**config.mk**
```make
export PLATFORM = sky130hd
export DESIGN_NAME = wbs_splitter
export DESIGN_NICKNAME = d
export VERILOG_FILES = /design/src/rtl/wbs_pkg.sv /design/src/rtl/wbs_cmd_decode.sv /design/src/rtl/wbs_burst_len.sv /design/src/rtl/wbs_beat_pack.sv /design/src/rtl/wbs_splitter.sv
export SDC_FILE = /design/constraint.sdc
export NUM_CORES = 1
export LEC_CHECK = 0
export BUFFER_PORTS_ARGS = -buffer_cell sky130_fd_sc_hd__buf_2
export CAP_MARGIN = 10
export CORE_AREA = 4 4 361 363
export CTS_BUF_LIST = sky130_fd_sc_hd__clkbuf_8 sky130_fd_sc_hd__clkbuf_16
export CTS_CLUSTER_SIZE = 16
export DETAILED_ROUTE_END_ITERATION = 12
export DIE_AREA = 0 0 365 367
export PLACE_DENSITY_LB_ADDON = 0.05
export SYNTH_ARGS = -nofsm -noshare
export SYNTH_HDL_FRONTEND = slang
export SYNTH_SLANG_ARGS = --single-unit
export TNS_END_PERCENT = 1
```
**constraint.sdc**
```tcl
create_clock -name clk -period 18.67 [get_ports clk]
set_input_delay 0 -clock clk [delete_from_list [all_inputs] [get_ports clk]]
set_output_delay 0 -clock clk [all_outputs]
set_load 0.03 [all_outputs]
```
**src/rtl/wbs_pkg.sv**
```systemverilog
package wbs_pkg;
  localparam int ATOM_BYTES = 32;
  localparam int BEAT_BYTES = 2 * ATOM_BYTES;
  localparam int ATOM_SH    = $clog2(ATOM_BYTES);
  localparam int BEAT_SH    = $clog2(BEAT_BYTES);
  localparam int ATOM_W     = ATOM_BYTES * 8;
  localparam int BEAT_W     = BEAT_BYTES * 8;

  typedef enum logic {ST_IDLE, ST_RUN} wbs_state_e;
endpackage

```
**src/rtl/wbs_cmd_decode.sv**
```systemverilog
module wbs_cmd_decode
  import wbs_pkg::*;
#(
  parameter int ADDR_W = 32,
  parameter int LEN_W  = 8,
  localparam int BT_W  = LEN_W + 1
) (
  input  logic [ADDR_W-1:0] addr,
  input  logic [LEN_W-1:0]  atoms,
  output logic              head_pad,
  output logic              tail_pad,
  output logic [ADDR_W-1:0] pad_base,
  output logic [BT_W-1:0]   beats
);
  logic [BT_W-1:0] padded;

  always_comb begin
    head_pad = addr[ATOM_SH];
    // addr[4:0] is zero, so bit 5 of the end address is a parity of two bits
    tail_pad = addr[ATOM_SH] ^ atoms[0];
    pad_base = {addr[ADDR_W-1:BEAT_SH], {BEAT_SH{1'b0}}};
    padded   = BT_W'(atoms) + BT_W'(head_pad) + BT_W'(tail_pad);
    beats    = padded >> 1;
  end
endmodule

```
**src/rtl/wbs_burst_len.sv**
```systemverilog
module wbs_burst_len
  import wbs_pkg::*;
#(
  parameter int ADDR_W   = 32,
  parameter int BT_W     = 9,
  parameter int MAX_XFER = 256,
  localparam int MAX_BEATS = MAX_XFER / BEAT_BYTES,
  localparam int BL_W      = $clog2(MAX_BEATS) + 1,
  localparam int XS_W      = $clog2(MAX_XFER)
) (
  input  logic [ADDR_W-1:0] cur_base,
  input  logic [BT_W-1:0]   beats_left,
  output logic [BL_W-1:0]   len
);
  logic [BL_W-1:0] to_bnd;

  always_comb begin
    to_bnd = BL_W'(MAX_BEATS) - BL_W'(cur_base[XS_W-1:BEAT_SH]);
    if (beats_left < BT_W'(to_bnd)) len = BL_W'(beats_left);
    else                            len = to_bnd;
  end
endmodule

```
**src/rtl/wbs_beat_pack.sv**
```systemverilog
module wbs_beat_pack
  import wbs_pkg::*;
(
  input  logic              clk,
  input  logic              rst_n,
  input  logic              active,
  input  logic              need_lo,
  input  logic              need_hi,
  input  logic              atom_valid,
  input  logic [ATOM_W-1:0] atom_data,
  output logic              atom_ready,
  input  logic              out_ready,
  output logic              out_valid,
  output logic [BEAT_W-1:0] out_data,
  output logic [BEAT_BYTES-1:0] out_strb,
  output logic              fire
);
  logic              lo_have_q, lo_have_d;
  logic [ATOM_W-1:0] lo_q;
  logic              lo_ok, lo_cap;

  always_comb begin
    lo_ok      = !need_lo || lo_have_q;
    lo_cap     = active && need_lo && !lo_have_q && atom_valid;
    out_valid  = active && lo_ok && (!need_hi || atom_valid);
    atom_ready = active && ((need_lo && !lo_have_q) || (lo_ok && need_hi && out_ready));
    fire       = out_valid && out_ready;
    out_data   = {(need_hi ? atom_data : {ATOM_W{1'b0}}),
                  (need_lo ? lo_q      : {ATOM_W{1'b0}})};
    out_strb   = {{ATOM_BYTES{need_hi}}, {ATOM_BYTES{need_lo}}};
    lo_have_d  = lo_have_q;
    if (fire)        lo_have_d = 1'b0;
    else if (lo_cap) lo_have_d = 1'b1;
  end

  always_ff @(posedge clk or negedge rst_n) begin
    if (!rst_n) lo_have_q <= 1'b0;
    else        lo_have_q <= lo_have_d;
  end

  always_ff @(posedge clk) begin
    if (lo_cap) lo_q <= atom_data;
  end

  p_lo_hold_r6: assert property (@(posedge clk) disable iff (!rst_n)
    (lo_have_q && !fire) |=> (lo_have_q && $stable(lo_q)));
endmodule

```
**src/rtl/wbs_splitter.sv**
```systemverilog
module wbs_splitter
  import wbs_pkg::*;
#(
  parameter int ADDR_W    = 32,
  parameter int LEN_W     = 8,
  parameter int MAX_XFER  = 256,
  parameter int ID_W      = 4,
  parameter logic [ID_W-1:0] CLIENT_ID = 4'h5,
  localparam int BT_W      = LEN_W + 1,
  localparam int MAX_BEATS = MAX_XFER / BEAT_BYTES,
  localparam int BL_W      = $clog2(MAX_BEATS) + 1,
  localparam int XS_W      = $clog2(MAX_XFER)
) (
  input  logic                  clk,
  input  logic                  rst_n,
  input  logic                  cmd_valid,
  output logic                  cmd_ready,
  input  logic [ADDR_W-1:0]     cmd_addr,
  input  logic [LEN_W-1:0]      cmd_atoms,
  input  logic                  cmd_ack,
  input  logic                  atom_valid,
  output logic                  atom_ready,
  input  logic [ATOM_W-1:0]     atom_data,
  output logic                  out_valid,
  input  logic                  out_ready,
  output logic [ADDR_W-1:0]     out_addr,
  output logic [BL_W-1:0]       out_len,
  output logic [2:0]            out_size,
  output logic [ID_W-1:0]       out_id,
  output logic [BEAT_W-1:0]     out_data,
  output logic [BEAT_BYTES-1:0] out_strb,
  output logic                  out_first,
  output logic                  out_last,
  output logic                  out_ack
);
  wbs_state_e        state_q, state_d;
  logic [ADDR_W-1:0] base_q, base_d, haddr_q, haddr_d;
  logic [BT_W-1:0]   left_q, left_d;
  logic [BL_W-1:0]   rem_q, rem_d, hlen_q, hlen_d;
  logic              head_q, head_d, tail_q, tail_d, ack_q, ack_d;
  logic              first_q, first_d, inb_q, inb_d, hfin_q, hfin_d;

  logic              dec_head, dec_tail;
  logic [ADDR_W-1:0] dec_base;
  logic [BT_W-1:0]   dec_beats;
  logic [BL_W-1:0]   calc_len, eff_len, eff_rem;
  logic [ADDR_W-1:0] eff_addr;
  logic              eff_fin, active, need_lo, need_hi, fire, ld_cmd;

  wbs_cmd_decode #(.ADDR_W(ADDR_W), .LEN_W(LEN_W)) u_dec (
    .addr(cmd_addr), .atoms(cmd_atoms), .head_pad(dec_head),
    .tail_pad(dec_tail), .pad_base(dec_base), .beats(dec_beats));

  wbs_burst_len #(.ADDR_W(ADDR_W), .BT_W(BT_W), .MAX_XFER(MAX_XFER)) u_len (
    .cur_base(base_q), .beats_left(left_q), .len(calc_len));

  wbs_beat_pack u_pack (
    .clk(clk), .rst_n(rst_n), .active(active), .need_lo(need_lo),
    .need_hi(need_hi), .atom_valid(atom_valid), .atom_data(atom_data),
    .atom_ready(atom_ready), .out_ready(out_ready), .out_valid(out_valid),
    .out_data(out_data), .out_strb(out_strb), .fire(fire));

  always_comb begin
    active    = (state_q == ST_RUN);
    cmd_ready = (state_q == ST_IDLE);
    ld_cmd    = cmd_ready && cmd_valid;
    need_lo   = !(first_q && head_q);
    need_hi   = !((left_q == BT_W'(1)) && tail_q);
    eff_len   = inb_q ? hlen_q : calc_len;
    eff_rem   = inb_q ? rem_q  : calc_len;
    eff_fin   = inb_q ? hfin_q : (BT_W'(calc_len) == left_q);
    eff_addr  = inb_q ? haddr_q
                      : base_q + ((first_q && head_q) ? ADDR_W'(ATOM_BYTES) : '0);
    out_addr  = eff_addr;
    out_len   = eff_len;
    out_first = !inb_q;
    out_last  = (eff_rem == BL_W'(1));
    out_ack   = ack_q && eff_fin;
    out_size  = 3'(BEAT_SH);
    out_id    = CLIENT_ID;
  end

  always_comb begin
    state_d = state_q; base_d = base_q; left_d = left_q;
    head_d = head_q; tail_d = tail_q; ack_d = ack_q; first_d = first_q;
    inb_d = inb_q; rem_d = rem_q; haddr_d = haddr_q; hlen_d = hlen_q; hfin_d = hfin_q;
    if (ld_cmd) begin
      state_d = ST_RUN;  base_d = dec_base; left_d = dec_beats;
      head_d  = dec_head; tail_d = dec_tail; ack_d = cmd_ack;
      first_d = 1'b1;     inb_d  = 1'b0;
    end else if (fire) begin
      base_d  = base_q + ADDR_W'(BEAT_BYTES);
      left_d  = left_q - BT_W'(1);
      first_d = 1'b0;
      if (eff_rem == BL_W'(1)) begin
        inb_d = 1'b0;
      end else begin
        inb_d   = 1'b1;
        rem_d   = eff_rem - BL_W'(1);
        haddr_d = eff_addr; hlen_d = eff_len; hfin_d = eff_fin;
      end
      if (left_q == BT_W'(1)) state_d = ST_IDLE;
    end
  end

  always_ff @(posedge clk or negedge rst_n) begin
    if (!rst_n) begin
      state_q <= ST_IDLE; inb_q <= 1'b0; first_q <= 1'b0; left_q <= '0;
      head_q <= 1'b0; tail_q <= 1'b0; ack_q <= 1'b0; base_q <= '0;
      rem_q <= '0; haddr_q <= '0; hlen_q <= '0; hfin_q <= 1'b0;
    end else begin
      state_q <= state_d; inb_q <= inb_d; first_q <= first_d; left_q <= left_d;
      head_q <= head_d; tail_q <= tail_d; ack_q <= ack_d; base_q <= base_d;
      rem_q <= rem_d; haddr_q <= haddr_d; hlen_q <= hlen_d; hfin_q <= hfin_d;
    end
  end

  p_busy_after_cmd_r1: assert property (@(posedge clk) disable iff (!rst_n)
    (cmd_valid && cmd_ready) |=> !cmd_ready);

  p_no_cross_r3: assert property (@(posedge clk) disable iff (!rst_n)
    (out_valid && out_first) |->
      ((BL_W+1)'(out_addr[XS_W-1:BEAT_SH]) + (BL_W+1)'(out_len) <= (BL_W+1)'(MAX_BEATS)));

  p_ack_ends_req_r9: assert property (@(posedge clk) disable iff (!rst_n)
    (out_valid && out_ready && out_last && out_ack) |=> cmd_ready);

  p_hdr_stable_r10: assert property (@(posedge clk) disable iff (!rst_n)
    (out_valid && !out_ready) |=>
      ($stable(out_addr) && $stable(out_len) && $stable(out_ack)));
endmodule

```
==> flow_summary.toml <==
[yosys]
yosys-top-cells-count = "and2_1 (518), edfxtp_1 (256), dfrtp_1 (81)"
async_flop_share = 0.2404
synth_edf_count = 256
syn_inst = 1405
yosys.cell_types.count = 59
ys_seq_area_frac = 0.5890
synth-compound-area-share = 0.03361
synth_most_common_cell = "and2_1"
synth_warnings = 0
synthFlopType = "edfxtp_1"
syn_area_sq_mm = 0.01649
synth_adder_area_share = 0.008345
yosysTopAreaCell = "edfxtp_1"
synthXorXnorAreaFrac = 0.02337
synth_mux_area_frac = 0.03535
synth_top_family_by_area = "simple AND/OR/NAND/NOR gates"
syn-mean-instance-area_sq_um = 11.74
ys_ff_latch = 337
synth-simple-area-share = 0.2524
netlist_top_cells_area = "edfxtp_1 (47%), and2_1 (20%), dfrtp_1 (12%), buf_4 (3.4%), mux2_2 (3.3%)"
synth_top_cell_area_share = 0.4661

[grt]
grt_pass1_vias = 15190
grt_usage = 0.1222
antenna_found_initial = 15
grt_first_pass_wirelength_um = 116900
grt-ovfl-total = 0
grt_max_degree = 165

[clocking]
cts_tree = "done"
insertion_delay_ps = 610
postCtsSetupBuffers = 0
cts-root-buf = "clkbuf_16"
clk_pin_slew_ps = 60
cts-buffers-inserted = 50
ctsHoldBuffers = 308
ctsResizeCount = 0
cts_max_path_buffers = 3
cts.htree.levels = 2
cts_sinks = 337

[floorplan]
dieArea_sq_mm = 0.1340
rows = 131
fp.dieH_um = 367
core_sq_mm = 0.1270
initial_core_util = 0.1298
ios = 926
die_x_um = 365

[hold_path]
hp-class = "in -> reg"

[timing]
setup_viol = 0
tightestPinTransition_ps = 1301
max_slew_margin = 0.1243
fmax_mhz = 237.4
rsz0062_at_grt = "false"
fin_crit_ps = 4213
period_share = 0.2257
hold_viol = 0
setup_tns_ps = 0
finalClockSkew_ps = 26.97
finalMaxSlewViolations = 0

[run_status]
outcome = "completed"

[job]
drv_cap = 0

[power_and_ir_drop]
ir_worst_vdd_v = 0.00008176
total_power_mw = 3.536
power-per-cell-area_mw_per_mm2 = 129.5
p_leak_nw = 11.31

[final_layout]
drive_gt1_frac = 0.4139
multi_input_area_sq_mm = 0.005883
final_util = 0.2149
finish.net_count = 2857
seqCellArea_sq_mm = 0.009714
nFillCells = 13830
final_area_sq_mm = 0.02730
syn_to_final_growth_pct = 65.51

[critical_path]
path_cells = "inv_1, ha_1, inv_1, ha_1, a21oi_1, o21ai_0, nor2_4, nor2_1, a211oi_1, o21bai_1, ha_1, inv_1, a31oi_2, buf_2"
path_max_fanout = 6
crit_type = "reg -> out"
worstSetupStartpointType = "flip-flop"
cpMaxStageDelayCell = "a211oi_1"
worst_path_largest_cell_delay_ps = 480
crit_path_end_kind = "output port"
worstPathArrival_ps = 4210
required_ps = 18670

[placement]
dp_hpwl_um = 65810
port_buffers = 913
place_area_sq_mm = 0.02244
gp_congestion = 0.7621

[routing]
routedWlPerCell_um = 20.27
postRouteAntennaNets = 0
drt_iter0_drc = 474
totalWireLength_um = 86310
drc = 0
viasPerCell = 3.443
via_count = 14660
drt_first_pass_iters = 4
worst max-delay path, delay by kind of cell, from the launching register on:
| kind | cells | cell delay [ps] |
|---|---|---|
| DFF | 1 | 440 |
| buffers and inverters | 4 | 630 |
| AOI/OAI and AO/OA | 5 | 1400 |
| and+or+nand+nor | 2 | 260 |
| adders and majority gates | 3 | 860 |
final cells by class:
| cell class | count | area share |
|---|---|---|
| inverters | 23 | 0.003163 |
| repair buffers | 1233 | 0.2846 |
| diodes | 14 | 0.001283 |
| flip-flops and latches | 337 | 0.3559 |
| well taps | 1662 | 0.07618 |
| multi-input cells | 899 | 0.2155 |
| clock inverters | 40 | 0.01664 |
| clock buffers | 51 | 0.04675 |
final timing paths:
check | start | endpoint | slack, ps | depth (start not counted)
max | base_q[6]$_DFFE_PN0P_ | out_last | 14460 | 14
max in group asynchronous | rst_n | haddr_q[16]$_DFFE_PN0P_ | 17420 | 4
min | atom_data[7] | u_pack.lo_q[7]$_DFFE_PP_ | 110 | 2
max reg2reg | base_q[6]$_DFFE_PN0P_ | haddr_q[13]$_DFFE_PN0P_ | 14490 | 16
min reg2reg | ack_q$_DFFE_PN0P_ | ack_q$_DFFE_PN0P_ | 490 | 2
min in group asynchronous | rst_n | haddr_q[3]$_DFFE_PN0P_ | 430 | 4
per-stage QoR:
stage          std cells  hold slack (ps)  setup slack (ps)
2_1_floorplan       1411           -295.6             11330
4_1_cts             4245            22.28             14300
3_5_place_dp        3846           -18.85             14350
3_3_place_gp        3846           -26.69             14390
5_1_grt             4252            86.27             14080
6_report            4259            112.8             14460
sequential cells by signal, indices dropped and copies added (netlist names):
| register | cells |
|---|---|
| base_q | 26 |
| left_q | 9 |
| tail_q | 1 |
| ack_q | 1 |
| u_pack.lo_have_q | 1 |
| u_pack.lo_q | 256 |
| inb_q | 1 |
| active | 1 |
| rem_q | 3 |
| hfin_q | 1 |
| first_q | 1 |
| haddr_q | 32 |
| head_q | 1 |
| hlen_q | 3 |
where the power goes:
part | internal [mW] | switching, mW
Combinational | 0.438 | 0.967
Sequential | 1.02 | 0.0987
Clock | 0.642 | 0.375
Total | 2.10 | 1.44
cells in the final DEF (no fill, tap or decap), types with 19 or more instances in the layout:
| cell type | n |
|---|---|
| nor2_1 | 41 |
| clkbuf_16 | 51 |
| o21ai_0 | 32 |
| and2_1 | 518 |
| mux2_2 | 49 |
| nand2_1 | 56 |
| nand3_1 | 19 |
| dlygate4sd3_1 | 307 |
| dfrtp_1 | 81 |
| edfxtp_1 | 256 |
| buf_2 | 912 |
| inv_1 | 28 |
| xnor2_1 | 31 |
per-layer routing:
layer / up-vias / share of wire / GRT usage
met5: - / 0.00042 / 0
met4: 6 / 0.037 / 0.04865
met3: 123 / 0.065 / 0.03131
met2: 544 / 0.51 / 0.2242
met1: 7040 / 0.39 / 0.1331
li1: 6950 / - / -
cell families (layout without fill, tap and decap cells):
family,Yosys count,in the layout
and+or+nand+nor,696,696
DFF,337,337
buffers and inverters,175,1347
AOI/OAI and AO/OA,88,88
muxes,52,52
xor gates and xnor gates,44,44
adders and majority gates,11,11
other,2,22
Power figures use the tool's default switching activity.
